### src/rtl/eirq_pkg.sv
package eirq_pkg;

  localparam logic SENSE_EDGE = 1'b1;
  localparam logic POL_LOW    = 1'b0;

  // level mode: active when the synchronised pin matches the polarity bit
  function automatic logic lvl_active(input logic lvl, input logic pol);
    return lvl == pol;
  endfunction

  // edge mode: a change that lands on the polarity value
  function automatic logic edge_hit(input logic lvl, input logic old, input logic pol);
    return (lvl != old) && (lvl == pol);
  endfunction

  // flag update: a new event beats a same-cycle clear
  function automatic logic flag_upd(input logic cur, input logic set, input logic clr);
    return set | (cur & ~clr);
  endfunction

endpackage

### src/rtl/eirq_sync.sv
module eirq_sync #(
  parameter int NPIN       = 4,
  parameter int SYNC_DEPTH = 2
) (
  input  logic            clk,
  input  logic            rst_n,
  input  logic [NPIN-1:0] pin_raw,
  output logic [NPIN-1:0] lvl,
  output logic [NPIN-1:0] old
);
  logic [NPIN-1:0] stg [SYNC_DEPTH];

  for (genvar s = 0; s < SYNC_DEPTH; s++) begin : g_stage
    always_ff @(posedge clk or negedge rst_n) begin
      if (!rst_n)      stg[s] <= '1;
      else if (s == 0) stg[s] <= pin_raw;
      else             stg[s] <= stg[(s == 0) ? 0 : s-1];
    end
  end

  always_ff @(posedge clk or negedge rst_n) begin
    if (!rst_n) old <= '1;
    else        old <= stg[SYNC_DEPTH-1];
  end

  assign lvl = stg[SYNC_DEPTH-1];
endmodule

### src/rtl/eirq_detect.sv
module eirq_detect
  import eirq_pkg::*;
#(
  parameter int NPIN = 4
) (
  input  logic [NPIN-1:0] lvl,
  input  logic [NPIN-1:0] old,
  input  logic [NPIN-1:0] sense,
  input  logic [NPIN-1:0] pol,
  output logic [NPIN-1:0] set_evt
);
  for (genvar i = 0; i < NPIN; i++) begin : g_pin
    always_comb begin
      if (sense[i] == SENSE_EDGE) set_evt[i] = edge_hit(lvl[i], old[i], pol[i]);
      else                        set_evt[i] = lvl_active(lvl[i], pol[i]);
    end
  end
endmodule

### src/rtl/eirq_flags.sv
module eirq_flags
  import eirq_pkg::*;
#(
  parameter int NPIN = 4
) (
  input  logic            clk,
  input  logic            rst_n,
  input  logic [NPIN-1:0] set_evt,
  input  logic [NPIN-1:0] clr_mask,
  output logic [NPIN-1:0] flag
);
  for (genvar i = 0; i < NPIN; i++) begin : g_flag
    always_ff @(posedge clk or negedge rst_n) begin
      if (!rst_n) flag[i] <= 1'b0;
      else        flag[i] <= flag_upd(flag[i], set_evt[i], clr_mask[i]);
    end
  end
endmodule

### src/rtl/eirq_capture.sv
module eirq_capture
  import eirq_pkg::*;
#(
  parameter int NPIN       = 4,
  parameter int SYNC_DEPTH = 2
) (
  input  logic            clk,
  input  logic            rst_n,
  input  logic [NPIN-1:0] pin_raw,
  input  logic            mode_we,
  input  logic [NPIN-1:0] mode_wdata,
  input  logic            pol_we,
  input  logic [NPIN-1:0] pol_wdata,
  input  logic            clr_we,
  input  logic [NPIN-1:0] clr_wdata,
  output logic [NPIN-1:0] irq_flag
);
  logic [NPIN-1:0] mode_r;
  logic [NPIN-1:0] pol_r;
  logic [NPIN-1:0] sync_lvl;
  logic [NPIN-1:0] sync_old;
  logic [NPIN-1:0] set_evt;
  logic [NPIN-1:0] clr_mask;

  always_ff @(posedge clk or negedge rst_n) begin
    if (!rst_n) begin
      mode_r <= {NPIN{SENSE_EDGE}};
      pol_r  <= {NPIN{POL_LOW}};
    end else begin
      if (mode_we) mode_r <= mode_wdata;
      if (pol_we)  pol_r  <= pol_wdata;
    end
  end

  assign clr_mask = clr_we ? clr_wdata : '0;

  eirq_sync #(.NPIN(NPIN), .SYNC_DEPTH(SYNC_DEPTH)) u_sync (
    .clk(clk), .rst_n(rst_n), .pin_raw(pin_raw), .lvl(sync_lvl), .old(sync_old)
  );

  eirq_detect #(.NPIN(NPIN)) u_detect (
    .lvl(sync_lvl), .old(sync_old), .sense(mode_r), .pol(pol_r), .set_evt(set_evt)
  );

  eirq_flags #(.NPIN(NPIN)) u_flags (
    .clk(clk), .rst_n(rst_n), .set_evt(set_evt), .clr_mask(clr_mask), .flag(irq_flag)
  );
endmodule

### config.mk
export PLATFORM = sky130hd
export DESIGN_NAME = eirq_capture
export DESIGN_NICKNAME = d
export VERILOG_FILES = /design/src/rtl/eirq_pkg.sv /design/src/rtl/eirq_sync.sv /design/src/rtl/eirq_detect.sv /design/src/rtl/eirq_flags.sv /design/src/rtl/eirq_capture.sv
export SDC_FILE = /design/constraint.sdc
export NUM_CORES = 1
export LEC_CHECK = 0
export ABC_AREA = 1
export BUFFER_PORTS_ARGS = -buffer_cell sky130_fd_sc_hd__buf_2
export CORE_ASPECT_RATIO = 0.75
export CORE_UTILIZATION = 53
export CTS_BUF_LIST = sky130_fd_sc_hd__clkbuf_4 sky130_fd_sc_hd__clkbuf_8
export CTS_CLUSTER_DIAMETER = 150
export DETAILED_ROUTE_END_ITERATION = 7
export GPL_ROUTABILITY_DRIVEN = 0
export MAX_ROUTING_LAYER = met4
export PLACE_DENSITY_LB_ADDON = 0.12
export SLEW_MARGIN = 25
export SYNTH_ARGS = -nofsm -noshare
export SYNTH_HDL_FRONTEND = slang
export SYNTH_HIERARCHICAL = 1
export SYNTH_SLANG_ARGS = --single-unit
export TNS_END_PERCENT = 50
### constraint.sdc
create_clock -name clk -period 1.2 [get_ports clk]
set_clock_uncertainty 0.2 [all_clocks]
set_input_delay 0.18 -clock clk [delete_from_list [all_inputs] [get_ports clk]]
set_output_delay 0.18 -clock clk [all_outputs]
set_load 0.05 [all_outputs]
==> run summary <==
synth top area cells: dfstp_2 (43%), nand2_1 (23%), dfrtp_1 (21%)
dpl hpwl: 1.03 mm
post-synthesis xor/xnor area fraction: 0%
# rows: 13
type of the most critical hold path: in -> async
IO Pins: 25
fin nets: 182
post-synth top area cell: dfstp_2
Final setup viols: 4
Vias: 760
H-tree levels: 1
vias in the first global route: 642
Post-DRT Antenna Nets: 0
capturing element type of the critical path: primary output
mapped cell area: 973 um^2
die width: 51.5 um
Filler Cell Count: 117
Ys Warns: 6
multiplexer area fraction after synthesis: 0%
syn nets: 135
Achievable Freq: 797 MHz
antenna cell count: 0
final worst slack: -55.4 ps
Place WS: 117 ps
Hold WS: 165 ps
Final Slew Violations: 0
Tmin final: 1260 ps
Core Util, Final: 80.3%
P_leak: 0.773 nW
Max stage delay on crit path: 410 ps
status: complete, but fails checks
clock-pin slew on the worst setup and hold paths: 120 ps
WP data arrival: 880 ps
crit-path leading delay family: flip-flops
mean routed wirelength per cell: 9.39 um
Clock Latency Late Sink: 300 ps
dpl cell area: 1090 um^2
layout cells sized above 1: 30.0%
TNS Setup: -197 ps
cells along the critical path: buf_6
GRT Util Overall: 19.4%
r2r setup slk: 90 ps
Num CTS Buffers: 3
Iter 0 DRT Violations: 6
core box area: 1720 um^2
Die Footprint: 2010 um^2
Critical Path RT: 820 ps
Post-Syn Instances: 114
Area Growth Syn to Fin: 42.2%
Overall Power: 1.83 mW
final hold violations: 0
Via-to-Cell Ratio: 4.18
part of the Yosys area used for sequential elements: 63.8%
Distinct cells, synth: 7
Max Fanout on Critical Path: 2
Max-Cap Viols: 0
critical path type: reg -> out
PortBufs: 24
Clock Tree Buf Depth: 2
clk sink count: 24
synthesis-stage register bit count: 24
RSZ-0062 raised after global routing: yes
relative slew slack: 65.5%
main combinational cell family by area after synthesis: simple AND/OR/NAND/NOR gates
share of the synthesized area in the top cell type: 43.2%
Max VDD drop: 1250 uV
global route total overflow: 0
Syn Area/Cell: 8.54 um^2
initial core utilization: 56.5%
nature of the critical path startpoint: flip-flop
drt total wl: 1.71 mm
Synth Area in Adders: 0%
Buf/Inv on CP: 1
slowest CP cell: dfrtp_1
largest net degree at the start of global routing: 25
residual DRC count: 0
final instance area: 1380 um^2
Synth Area in Compound Gates: 0%
CTS tree: built
fin cells: 182
P per Cell Area: 1320 nW/um^2
Die H: 39.1 um
antenna violations before repair: 0
period utilization: 105%
CTS Root Cell: clkbuf_4
Slew @ Worst Pin: 517 ps
Synth Area in Simple Gates: 24.7%
failing checks: setup timing
first-pass GRT wire length: 2.50 mm
Pre-antenna DRT Iters: 4
placed cell count: 156
==> worst reg2reg max path: stages (launching register included) <==
cell     delay, ps
dfstp_2        560
nand2_1         50
nand2_1         60
nand2_1         50
inv_1           50
nand2_1         50
==> what timing repair did <==
| action | CTS | global route |
|---|---|---|
| pin swaps | 0 | 0 |
| endpoints found under the setup margin | 4 | 4 |
| hold buffers | 20 | 0 |
| gates cloned | 0 | 0 |
| buffers inserted | 1 | 1 |
| hold endpoints to repair | 40 | 0 |
| gates resized for setup | 8 | 0 |
==> final cells by class <==
| class | instances | area [um^2] | area share, % |
|---|---|---|---|
| sequential | 24 | 621 | 44.8 |
| timing repair buffer | 46 | 360 | 26.0 |
| tap | 22 | 27.5 | 1.99 |
| inverter | 22 | 82.6 | 5.97 |
| clock inverter | 1 | 30.0 | 2.17 |
| clock buffer | 3 | 22.5 | 1.63 |
| multi-input combinational | 64 | 240 | 17.4 |
==> routing by layer <==
metal / global-route usage [%] / vias up / part of all wire, % / wire length (um)
met4: 10.1 / 0 / 1.7 / 29
met2: 36.0 / 23 / 50 / 860
li1: - / 410 / - / -
met3: 7.45 / 4 / 4.4 / 76
met1: 17.6 / 323 / 43 / 742
met5: - / - / 0 / 0
==> cells in the mapped netlist (all sizes together) <==
library cell  number
buf                4
dfrtp              8
inv               22
dfstp             16
nor2               4
nand2             60
==> kinds of logic after synthesis <==
logic type | Yosys count
buffers and inverters | 26
DFF | 24
and+or+nand+nor | 64
==> path summary, 6_finish.rpt <==
check                                          start                        end  cells after the start
min                                            rst_n  u_flags/flag[3]$_DFF_PN0_                      2
max in group asynchronous                      rst_n    u_sync/old[2]$_DFF_PN1_                      2
max reg2reg                    mode_r[0]$_DFFE_PN1P_  u_flags/flag[0]$_DFF_PN0_                      5
max                        u_flags/flag[0]$_DFF_PN0_                irq_flag[0]                      1
min reg2reg                  u_sync/stg[5]$_DFF_PN1_    u_sync/lvl[1]$_DFF_PN1_                      0
min in group clk             u_sync/stg[5]$_DFF_PN1_    u_sync/lvl[1]$_DFF_PN1_                      0
==> sequential cells by signal, indices dropped and copies added (netlist names) <==
register      count
mode_r            4
pol_r             4
u_flags/flag      4
u_sync/lvl        4
u_sync/old        4
u_sync/stg        4
==> cell usage in the layout (no fill, tap or decap) <==
master / n
clkbuf_4: 3
nand2_1: 60
buf_2: 20
bufinv_16: 1
inv_2: 2
buf_6: 4
nor2_1: 4
buf_4: 2
dfrtp_1: 8
inv_1: 20
dlygate4sd3_1: 20
dfstp_2: 16
==> power breakdown <==
part	total [mW]	switching [mW]	internal, mW	leakage [nW]
clock	0.562	0.225	0.338	0.0279
sequential	0.942	0.0435	0.899	0.259
combinational	0.328	0.173	0.155	0.486
total	1.83	0.442	1.39	0.773
Note: power is estimated with default switching activity, not from simulation.
